## src/rtl/mode_ctrl_pkg.sv

```systemverilog
package mode_ctrl_pkg;

   localparam int MODE_W     = 5;
   localparam int N_EVT      = 6;
   localparam int N_BANK     = 6;
   localparam int BANK_IDX_W = $clog2(N_BANK);

   typedef enum logic [MODE_W-1:0] {
      MD_USR = 5'b10000,
      MD_FIQ = 5'b10001,
      MD_IRQ = 5'b10010,
      MD_SVC = 5'b10011,
      MD_MON = 5'b10110,
      MD_ABT = 5'b10111,
      MD_UND = 5'b11011,
      MD_SYS = 5'b11111
   } mode_e;

   // Event vector positions, lowest index = highest priority
   localparam int EV_DABT = 0;
   localparam int EV_FIQ  = 1;
   localparam int EV_IRQ  = 2;
   localparam int EV_PABT = 3;
   localparam int EV_UND  = 4;
   localparam int EV_SVC  = 5;

   // Saved-register bank slots
   localparam int BK_SVC = 0;
   localparam int BK_FIQ = 1;
   localparam int BK_IRQ = 2;
   localparam int BK_ABT = 3;
   localparam int BK_UND = 4;
   localparam int BK_MON = 5;

   function automatic logic [MODE_W-1:0] evt_target(input int idx);
      case (idx)
         EV_DABT: evt_target = MD_ABT;
         EV_FIQ:  evt_target = MD_FIQ;
         EV_IRQ:  evt_target = MD_IRQ;
         EV_PABT: evt_target = MD_ABT;
         EV_UND:  evt_target = MD_UND;
         default: evt_target = MD_SVC;
      endcase
   endfunction

   function automatic logic mode_listed(input logic [MODE_W-1:0] m, input logic mon_ok);
      case (m)
         MD_USR, MD_FIQ, MD_IRQ, MD_SVC, MD_ABT, MD_UND, MD_SYS: mode_listed = 1'b1;
         MD_MON:  mode_listed = mon_ok;
         default: mode_listed = 1'b0;
      endcase
   endfunction

   function automatic logic mode_banked(input logic [MODE_W-1:0] m);
      case (m)
         MD_SVC, MD_FIQ, MD_IRQ, MD_ABT, MD_UND, MD_MON: mode_banked = 1'b1;
         default: mode_banked = 1'b0;
      endcase
   endfunction

   function automatic logic [BANK_IDX_W-1:0] mode_bank(input logic [MODE_W-1:0] m);
      case (m)
         MD_FIQ:  mode_bank = BANK_IDX_W'(BK_FIQ);
         MD_IRQ:  mode_bank = BANK_IDX_W'(BK_IRQ);
         MD_ABT:  mode_bank = BANK_IDX_W'(BK_ABT);
         MD_UND:  mode_bank = BANK_IDX_W'(BK_UND);
         MD_MON:  mode_bank = BANK_IDX_W'(BK_MON);
         default: mode_bank = BANK_IDX_W'(BK_SVC);
      endcase
   endfunction

endpackage

```

## src/rtl/mode_evt_arb.sv

```systemverilog
module mode_evt_arb
   import mode_ctrl_pkg::*;
(
   input  logic [N_EVT-1:0]  evt_i,
   output logic              take_o,
   output logic [N_EVT-1:0]  grant_o,
   output logic [MODE_W-1:0] tgt_o
);

   logic [MODE_W-1:0] part [N_EVT];

   // Fixed priority: first set bit from index 0 wins
   always_comb begin
      logic found;
      found   = 1'b0;
      grant_o = '0;
      for (int i = 0; i < N_EVT; i++) begin
         if (evt_i[i] && !found) begin
            grant_o[i] = 1'b1;
            found      = 1'b1;
         end
      end
   end

   genvar g;
   generate
      for (g = 0; g < N_EVT; g++) begin : g_tgt
         assign part[g] = grant_o[g] ? evt_target(g) : '0;
      end
   endgenerate

   always_comb begin
      tgt_o = '0;
      for (int i = 0; i < N_EVT; i++) tgt_o = tgt_o | part[i];
   end

   assign take_o = |evt_i;

endmodule

```

## src/rtl/mode_saved_bank.sv

```systemverilog
module mode_saved_bank
   import mode_ctrl_pkg::*;
#(
   parameter int                STATUS_W = 32,
   parameter logic [STATUS_W-1:0] RST_VAL = '0
)(
   input  logic                  clk,
   input  logic                  rst_n,
   input  logic                  cap_en_i,
   input  logic [BANK_IDX_W-1:0] cap_idx_i,
   input  logic [STATUS_W-1:0]   cap_data_i,
   input  logic                  rd_en_i,
   input  logic [BANK_IDX_W-1:0] rd_idx_i,
   output logic [STATUS_W-1:0]   rd_data_o
);

   logic [STATUS_W-1:0] bank_q [N_BANK];
   logic [N_BANK-1:0]   we;

   genvar b;
   generate
      for (b = 0; b < N_BANK; b++) begin : g_bank
         assign we[b] = cap_en_i && (cap_idx_i == BANK_IDX_W'(b));
         always_ff @(posedge clk or negedge rst_n) begin
            if (!rst_n)     bank_q[b] <= RST_VAL;
            else if (we[b]) bank_q[b] <= cap_data_i;
         end
      end
   endgenerate

   always_comb begin
      rd_data_o = '0;
      if (rd_en_i && (int'(rd_idx_i) < N_BANK)) rd_data_o = bank_q[rd_idx_i];
   end

   // an entry touches at most one saved register
   a_r6_one_bank_written: assert property (@(posedge clk) disable iff (!rst_n)
      $countones(we) <= 1);

   // a capture request always lands in some bank
   a_r6_capture_lands: assert property (@(posedge clk) disable iff (!rst_n)
      cap_en_i |-> (we != '0));

endmodule

```

## src/rtl/mode_status_reg.sv

```systemverilog
module mode_status_reg
   import mode_ctrl_pkg::*;
#(
   parameter int                  STATUS_W = 32,
   parameter bit                  MON_EN   = 1'b1,
   parameter logic [STATUS_W-1:0] RST_VAL  = '0
)(
   input  logic                clk,
   input  logic                rst_n,
   input  logic                take_i,
   input  logic [MODE_W-1:0]   tgt_i,
   input  logic                ret_i,
   input  logic [STATUS_W-1:0] ret_data_i,
   input  logic                wr_i,
   input  logic [STATUS_W-1:0] wr_data_i,
   output logic [STATUS_W-1:0] status_o
);

   localparam int FLAG_W = STATUS_W - MODE_W;

   logic                mon_ok;
   logic [STATUS_W-1:0] status_q, status_d;
   logic [MODE_W-1:0]   cur_mode, req_mode;
   logic                keep_mode;

   generate
      if (STATUS_W <= MODE_W) begin : g_bad_width
         $error("status word must be wider than the mode field");
      end
      if (MON_EN) begin : g_mon
         assign mon_ok = 1'b1;
      end else begin : g_no_mon
         assign mon_ok = 1'b0;
      end
   endgenerate

   assign cur_mode  = status_q[MODE_W-1:0];
   assign req_mode  = wr_data_i[MODE_W-1:0];
   assign keep_mode = (cur_mode == MD_USR) || !mode_listed(req_mode, mon_ok);

   always_comb begin
      status_d = status_q;
      if (take_i)
         status_d = {status_q[STATUS_W-1:MODE_W], tgt_i};
      else if (ret_i)
         status_d = ret_data_i;
      else if (wr_i)
         status_d = {wr_data_i[STATUS_W-1:MODE_W], keep_mode ? cur_mode : req_mode};
   end

   always_ff @(posedge clk or negedge rst_n) begin
      if (!rst_n) status_q <= RST_VAL;
      else        status_q <= status_d;
   end

   assign status_o = status_q;

   // the mode field never holds an unlisted encoding
   a_r9_mode_listed: assert property (@(posedge clk) disable iff (!rst_n)
      mode_listed(status_q[MODE_W-1:0], mon_ok));

   // a plain write in User mode leaves User mode in place
   a_r8_user_locked: assert property (@(posedge clk) disable iff (!rst_n)
      (cur_mode == MD_USR && wr_i && !take_i && !ret_i) |=> (status_q[MODE_W-1:0] == MD_USR));

   // a plain write always loads the flags
   a_r7_flags_loaded: assert property (@(posedge clk) disable iff (!rst_n)
      (wr_i && !take_i && !ret_i) |=>
         (status_q[STATUS_W-1:MODE_W] == $past(wr_data_i[STATUS_W-1:MODE_W])));

   // no exception lands in System mode
   a_r2_no_sys_entry: assert property (@(posedge clk) disable iff (!rst_n)
      take_i |=> (status_q[MODE_W-1:0] != MD_SYS));

   // entry keeps the flags
   a_r4_flags_kept: assert property (@(posedge clk) disable iff (!rst_n)
      take_i |=> $stable(status_q[STATUS_W-1:MODE_W]));

   initial begin
      if (FLAG_W < 1) $error("no flag bits");
   end

endmodule

```

## src/rtl/mode_exc_ctrl.sv

```systemverilog
module mode_exc_ctrl
   import mode_ctrl_pkg::*;
#(
   parameter int STATUS_W = 32,
   parameter bit MON_EN   = 1'b1
)(
   input  logic                clk,
   input  logic                rst_n,
   input  logic                evt_svc_i,
   input  logic                evt_fiq_i,
   input  logic                evt_irq_i,
   input  logic                evt_pabt_i,
   input  logic                evt_dabt_i,
   input  logic                evt_und_i,
   input  logic                wr_en_i,
   input  logic [STATUS_W-1:0] wr_data_i,
   input  logic                ret_en_i,
   output logic [STATUS_W-1:0] status_o,
   output logic [MODE_W-1:0]   mode_o,
   output logic                priv_o,
   output logic [STATUS_W-1:0] saved_o
);

   localparam logic [STATUS_W-1:0] RST_STATUS =
      {{(STATUS_W-MODE_W){1'b0}}, MODE_W'(MD_SVC)};

   logic [N_EVT-1:0]  evt;
   logic [N_EVT-1:0]  grant;
   logic              take;
   logic [MODE_W-1:0] tgt;
   logic              ret_ok;
   logic              cur_banked;

   always_comb begin
      evt          = '0;
      evt[EV_DABT] = evt_dabt_i;
      evt[EV_FIQ]  = evt_fiq_i;
      evt[EV_IRQ]  = evt_irq_i;
      evt[EV_PABT] = evt_pabt_i;
      evt[EV_UND]  = evt_und_i;
      evt[EV_SVC]  = evt_svc_i;
   end

   mode_evt_arb u_arb (
      .evt_i   (evt),
      .take_o  (take),
      .grant_o (grant),
      .tgt_o   (tgt)
   );

   assign cur_banked = mode_banked(mode_o);
   assign ret_ok     = ret_en_i && !take && cur_banked;

   mode_saved_bank #(
      .STATUS_W (STATUS_W),
      .RST_VAL  (RST_STATUS)
   ) u_bank (
      .clk        (clk),
      .rst_n      (rst_n),
      .cap_en_i   (take),
      .cap_idx_i  (mode_bank(tgt)),
      .cap_data_i (status_o),
      .rd_en_i    (cur_banked),
      .rd_idx_i   (mode_bank(mode_o)),
      .rd_data_o  (saved_o)
   );

   mode_status_reg #(
      .STATUS_W (STATUS_W),
      .MON_EN   (MON_EN),
      .RST_VAL  (RST_STATUS)
   ) u_stat (
      .clk        (clk),
      .rst_n      (rst_n),
      .take_i     (take),
      .tgt_i      (tgt),
      .ret_i      (ret_ok),
      .ret_data_i (saved_o),
      .wr_i       (wr_en_i),
      .wr_data_i  (wr_data_i),
      .status_o   (status_o)
   );

   assign mode_o = status_o[MODE_W-1:0];
   assign priv_o = (mode_o != MD_USR);

   // entry lands in the arbitrated target mode
   a_r2_entry_mode: assert property (@(posedge clk) disable iff (!rst_n)
      take |=> (mode_o == $past(tgt)));

   // one winner, and the data abort always wins
   a_r3_single_grant: assert property (@(posedge clk) disable iff (!rst_n)
      $onehot0(grant) && (take == (grant != '0)));
   a_r3_dabt_first: assert property (@(posedge clk) disable iff (!rst_n)
      evt_dabt_i |=> (mode_o == MD_ABT));

   // the new mode's saved register shows the pre-entry status
   a_r4_capture: assert property (@(posedge clk) disable iff (!rst_n)
      take |=> (saved_o == $past(status_o)));

   // a return restores the saved word
   a_r5_restore: assert property (@(posedge clk) disable iff (!rst_n)
      (ret_en_i && !take && cur_banked) |=> (status_o == $past(saved_o)));

   // no saved word is shown outside the handler modes
   a_r6_unbanked_zero: assert property (@(posedge clk) disable iff (!rst_n)
      !cur_banked |-> (saved_o == '0));

   // every exception ends privileged
   a_r10_priv_after_entry: assert property (@(posedge clk) disable iff (!rst_n)
      take |=> priv_o);

endmodule

```

## config.mk

```make
export PLATFORM = sky130hd
export DESIGN_NAME = mode_exc_ctrl
export DESIGN_NICKNAME = d
export VERILOG_FILES = /design/src/rtl/mode_ctrl_pkg.sv /design/src/rtl/mode_evt_arb.sv /design/src/rtl/mode_saved_bank.sv /design/src/rtl/mode_status_reg.sv /design/src/rtl/mode_exc_ctrl.sv
export SDC_FILE = /design/constraint.sdc
export NUM_CORES = 1
export LEC_CHECK = 0
export BUFFER_PORTS_ARGS = -buffer_cell sky130_fd_sc_hd__buf_2
export CAP_MARGIN = 20
export CORE_MARGIN = 2
export CORE_UTILIZATION = 45
export CTS_CLUSTER_DIAMETER = 40
export CTS_CLUSTER_SIZE = 10
export DETAILED_ROUTE_END_ITERATION = 8
export HOLD_SLACK_MARGIN = 0.1
export PLACE_DENSITY = 0.66
export SYNTH_ARGS = -nofsm -noshare
export SYNTH_HDL_FRONTEND = slang
export SYNTH_SLANG_ARGS = --single-unit
```

## constraint.sdc

```tcl
create_clock -name clk -period 2.5 [get_ports clk]
set_clock_uncertainty 0.15 [all_clocks]
set_input_delay 0.5 -clock clk [delete_from_list [all_inputs] [get_ports clk]]
set_output_delay 0.5 -clock clk [all_outputs]
set_load 0.005 [all_outputs]
```

==> flow_summary.yaml, run 1 <==
global_routing:
  grt_pass1_vias: 8114
  antenna_found_initial: 0
  grt-ovfl-total: 0
  grt_usage_pct: 23.2
  grt_first_pass_wirelength_mm: 44.5
  grt_max_degree: 59
yosys:
  mappedNetlistNets: 960
  synthTopCellsByArea: "dfrtp_1 48%, mux2_2 17%, dfstp_2 5.3%"
  synth_top_cell_by_area: "dfrtp_1"
  yosysWarnings: 0
  synth_top_area_share_pct: 48.4
  yosysMostFrequentCell: "dfrtp_1"
  synth_common_cells: "203 x dfrtp_1, 154 x mux2_2, 92 x nand2_1"
  syn_area_per_cell_um2: 11.4
  yosysSeqAreaShare_pct: 53.6
  async_flop_share_pct: 100
  ys.flop_type: "dfrtp_1"
  syn_area_um2: 10500
  yosysUniqueCellTypes: 60
  synth-edff-count: 0
  ys_ff_latch: 224
  syn_inst: 918
sta:
  fmax_mhz: 300
  final-hold-violation-count: 0
  final.setup.worst_slack_ps: -831
  rsz0062_at_grt: "true"
  post-route-min-period_ps: 3330
  setup_viol: 42
  worst_slew_pin_slew_ps: 632
  slew_viol_final: 0
  period_share_pct: 133
  relSlewSlack_pct: 57.9
placed_design:
  port_buffers: 111
  hpwl_mm: 16.9
  placed_area_um2: 12000
  gp_congestion: 0.841
route:
  wl_per_cell_um: 20.1
  top_layer: "met4"
  drc: 0
  viasPerCell: 5.53
  drt_iter0_markers: 526
  wl_met2_mm: 14.0
  met3_length_mm: 1.27
  vias: 7947
  wl_met1_mm: 13.0
  postRouteWirelength_mm: 28.9
  ant_nets: 0
  firstDrtPassIters: 5
clocking:
  h-tree-depth: 2
  cts_inserted_buffers: 35
  clk_pin_slew_ps: 50
  cts_tree: "done"
  cts.path.max_buffers: 3
  clock-sinks: 224
  worstSkewPairLatency_ps: 500
  root_buffer: "clkbuf_16"
floorplan:
  core_area_um2: 22800
  dieHeight_um: 157
  die_area_um2: 24600
  start_util_pct: 46.1
  die_w_um: 157
  ioPinCount: 112
  fp-row-count: 55
final_layout:
  final_nets: 1144
  antenna_cells: 0
  layout-drive-gt1-share_pct: 48.5
  post-route-cell-area_um2: 14000
  n_fill_cell: 1777
  area_growth_pct: 33.8
worst_setup_path:
  rrSetupSlack_ps: -110
  crit_path_top_delay_cell: "dfstp_2"
  startpoint_type: "flop"
  critPathMaxFanout: 4
  rr_worst_depth: 10
  cp_top_family: "buffers and inverters"
  critPathCaptureType: "primary output"
  critPathRequiredTime_ps: 1850
  timing.rr.end: "u_stat.status_o[12]"
  path_cells: "or3b_4, a21oi_4, buf_6, buf_8, clkbuf_16, nand2_1, a32o_2, nor3_2, buf_2"
  critPathKind: "reg -> out"
  critPathArrivalTime_ps: 2680
  max_stage_delay_ps: 540
  timing.rr.start: "u_stat.status_o[0]"
  critPathBufInv: 4
worst_hold_path:
  hold_start: "wr_data_i[16]"
  min_path_cells: 3
  hold_end: "u_stat.status_o[16]"
  hp-class: "in -> reg"
power:
  power_density_nw_per_um2: 841
  p_leak_nw: 6.63
  total_power_mw: 11.8
  vdd_ir_drop_max_v: 0.000562
status:
  violations: "setup timing"
  status: "complete, but fails checks"
flow_run:
  cap_violations: 0
==> per-layer routing <==
layer  GRT usage [%]  vias up
li1                -     3654
met1            31.6     4031
met2            38.7      213
met3            3.18       49
met4            7.16        0
met5               0        -
==> placed cells by master (no fill, tap or decap), types with 7 or more instances in the layout <==
master | synthesis | layout
a211oi_2 | 10 | 9
a21oi_1 | 31 | 22
a21oi_2 | 1 | 9
a221o_1 | 11 | 11
a22oi_1 | 11 | 11
a32o_2 | 0 | 9
a32oi_1 | 9 | 8
and2_0 | 7 | 7
buf_12 | 0 | 18
buf_2 | 16 | 109
buf_4 | 6 | 71
buf_6 | 7 | 17
clkbuf_16 | 0 | 41
dfrtp_1 | 203 | 202
dfstp_2 | 21 | 21
dlygate4sd3_1 | 0 | 19
mux2_2 | 154 | 154
mux2i_1 | 31 | 27
nand2_1 | 92 | 86
nor2_1 | 66 | 64
nor3_1 | 29 | 11
nor3_2 | 0 | 17
o21ai_0 | 22 | 22
o21ai_1 | 19 | 17
==> stage by stage <==
stage                     TNS, ps  utilization [%]  hold WS [ps]  worst slack [ps]  cells
after floorplan             -1720                -          54.4              -134    918
after global placement      -5790             52.6           208              -241   1336
after detailed placement    -6410             52.6           208              -253   1336
after CTS                  -22570             59.9           101              -757   1424
after global routing       -27600             61.7           103              -882   1438
final                      -24210             61.7           115              -831   1438
==> how the worst max path moves through the flow <==
stage,startpoint,to,slack (ps),depth (start not counted)
2_1_floorplan,u_stat.status_o[0],saved_o[10],-130,9
3_3_place_gp,u_stat.status_o[0],saved_o[3],-240,8
3_5_place_dp,u_stat.status_o[0],saved_o[25],-250,7
4_1_cts,u_stat.status_o[0],saved_o[28],-760,8
5_1_grt,u_stat.status_o[0],saved_o[11],-880,9
6_report,u_stat.status_o[0],saved_o[11],-830,9
==> registers in the layout, indices dropped and copies added, names as in the netlist <==
register         count
u_stat.status_o     32
u_bank.bank_q      192
==> cells by family (layout without fill, tap and decap cells) <==
logic type             after synthesis  in the layout  synth area share (%)
AO/OA/AOI/OAI                      170            170                  11.8
buffers and inverters              104            311                  4.95
flip-flops                         224            224                  53.6
multiplexers                       185            185                  19.5
AND/OR/NAND/NOR                    235            235                  10.1
==> worst min-delay path: cells and delay by family <==
| kind | cells | cell delay [ps] |
|---|---|---|
| AO/OA/AOI/OAI | 2 | 140 |
| buffers and inverters | 1 | 80 |
==> final cells by class <==
type | instances | area [um2] | area share [%]
clock buffers | 45 | 975 | 6.94
clock inverters | 15 | 250 | 1.78
inverters | 6 | 22.5 | 0.160
multi-input cells | 590 | 4680 | 33.3
flip-flops and latches | 224 | 5630 | 40.1
well taps | 313 | 392 | 2.79
repair buffers | 245 | 2090 | 14.9
==> where the power goes <==
group          internal (mW)  switching (mW)  total [mW]
sequential              4.19           0.406        4.60
combinational           1.16            1.00        2.16
clock                   3.37            1.70        5.06
==> timing repair <==
action	4_1_cts	5_1_grt
gates resized for setup	19	46
setup buffers	5	7
pin swaps	4	18
setup endpoints to repair	39	57
hold buffers	19	0
gates cloned	4	7
endpoints found under the hold margin	62	0
(Power assumes the default switching activity.)
==> run 2: changes to the inputs <==
--- a/config.mk
+++ b/config.mk
@@ -8,12 +8,12 @@
 export BUFFER_PORTS_ARGS = -buffer_cell sky130_fd_sc_hd__buf_2
 export CAP_MARGIN = 20
 export CORE_MARGIN = 2
-export CORE_UTILIZATION = 45
+export CORE_UTILIZATION = 53
 export CTS_CLUSTER_DIAMETER = 40
 export CTS_CLUSTER_SIZE = 10
 export DETAILED_ROUTE_END_ITERATION = 8
 export HOLD_SLACK_MARGIN = 0.1
-export PLACE_DENSITY = 0.66
+export PLACE_DENSITY = 0.76
 export SYNTH_ARGS = -nofsm -noshare
 export SYNTH_HDL_FRONTEND = slang
 export SYNTH_SLANG_ARGS = --single-unit
==> flow_summary.yaml, run 2 (synthesis results as in run 1) <==
placed_design:
  gp_congestion: 0.843
  port_buffers: 111
  pre_cts_ws_ps: -202
  dp.cells: 1292
  hpwl_mm: 17.3
worst_setup_path:
  critPathRequiredTime_ps: 1850
  critPathMaxFanout: 13
  critPathCaptureType: "primary output"
  critPathKind: "reg -> out"
  rr_worst_depth: 8
  startpoint_type: "flop"
  critPathArrivalTime_ps: 2630
clocking:
  clk_pin_slew_ps: 60
  cts.path.max_buffers: 3
  clock-sinks: 224
  cts_tree: "done"
  h-tree-depth: 1
  worstSkewPairLatency_ps: 550
  root_buffer: "clkbuf_16"
  cts_inserted_buffers: 31
sta:
  worst_slew_pin_slew_ps: 622
  setup_tns_ps: -23590
  final-hold-violation-count: 0
  final.setup.worst_slack_ps: -782
  rsz0062_at_grt: "true"
  post-route-min-period_ps: 3280
  hold_slack_ps: 122
  period_share_pct: 131
  relSlewSlack_pct: 58.5
  fmax_mhz: 305
  slew_viol_final: 0
  setup_viol: 34
route:
  viasPerCell: 5.92
  wl_per_cell_um: 21.0
  ant_nets: 0
  vias: 8164
  drt_iter0_markers: 603
  firstDrtPassIters: 5
  drc: 0
  postRouteWirelength_mm: 29.0
global_routing:
  grt_usage_pct: 27.9
  grt_max_degree: 63
  grt_pass1_vias: 8290
  grt-ovfl-total: 0
  grt_first_pass_wirelength_mm: 45.5
  antenna_found_initial: 0
floorplan:
  die_w_um: 145
  core_area_um2: 19500
  ioPinCount: 112
  start_util_pct: 53.9
  dieHeight_um: 145
  die_area_um2: 21000
  fp-row-count: 51
worst_hold_path:
  hp-class: "in -> reg"
  min_path_cells: 3
final_layout:
  area_growth_pct: 29.2
  final_common_cell: "dfrtp_1"
  layout-drive-gt1-share_pct: 48.3
  final_nets: 1134
  instances_no_fill: 1380
  antenna_cells: 0
  layout_common_cells: "201 x dfrtp_1, 154 x mux2_2, 110 x buf_2, 83 x nand2_1, 81 x buf_4"
  largest_reg_flops: 192
  largest-register: "u_bank.bank_q"
power:
  p_leak_nw: 6.42
  vdd_ir_drop_max_v: 0.000673
  power_density_nw_per_um2: 802
flow_run:
  cap_violations: 0
status:
  violations: "setup timing"
  status: "complete, but fails checks"
run 2: metrics by stage:
step / utilization [%] / power, mW / cell area, um2
floorplan: - / 5.70 / 10600
global placement: 61.8 / 6.45 / 12000
detailed placement: 61.8 / 6.54 / 12000
CTS: 68.8 / 10.8 / 13400
global route: 69.7 / 11.3 / 13600
finish: 69.7 / 10.9 / 13600
run 2: what timing repair did:
action                                  CTS  global route
hold endpoints to repair                 78             0
endpoints found under the setup margin   34            45
pin swaps                                10             8
setup buffers                             5             4
gates cloned                              1             1
resized for setup                        29            31
hold buffers                             21             0
run 2: cell type report:
cell class | instances | area [um2]
Fill cell | 1308 | 5900
Sequential cell | 224 | 5630
Tap cell | 265 | 332
Inverter | 6 | 22.5
Clock buffer | 47 | 866
Timing Repair Buffer | 239 | 1900
Multi-Input combinational cell | 590 | 4700
Clock inverter | 9 | 109
run 2: critical path, stage by stage, from the launching register on:
cell and delay, ps:
dfstp_2 540, or3b_4 420, a21oi_4 160, buf_12 170
buf_12 150, mux2i_1 190, o22ai_1 110, nor2_1 170
nor2_1 60, buf_2 130
run 2: power by group:
part | switching [mW] | internal (mW) | total, mW
sequential | 0.419 | 4.19 | 4.61
combinational | 1.02 | 1.11 | 2.13
clock | 1.56 | 2.57 | 4.13
run 2: path summary, 6_finish.rpt:
kind                       slack [ps]                  end          startpoint
setup / recovery                 -780          saved_o[27]  u_stat.status_o[0]
hold / removal                    120  u_stat.status_o[29]       wr_data_i[29]
setup reg to reg                  -10  u_stat.status_o[15]  u_stat.status_o[0]
hold reg to reg                   220     u_bank.bank_q[0]    u_bank.bank_q[0]
max in group asynchronous        1070   u_bank.bank_q[134]               rst_n
min in group asynchronous         340  u_stat.status_o[16]               rst_n
run 2: layer usage:
metal  wire length, um  vias to the layer above  GRT usage, %  share of wire, %
met2             14100                      333          45.6                49
li1                  -                     3616             -                 -
met5                 0                        -             0                 0
met1             12300                     4142          38.5                43
met4               820                        0          8.79               2.8
met3              1770                       73          4.54               6.1
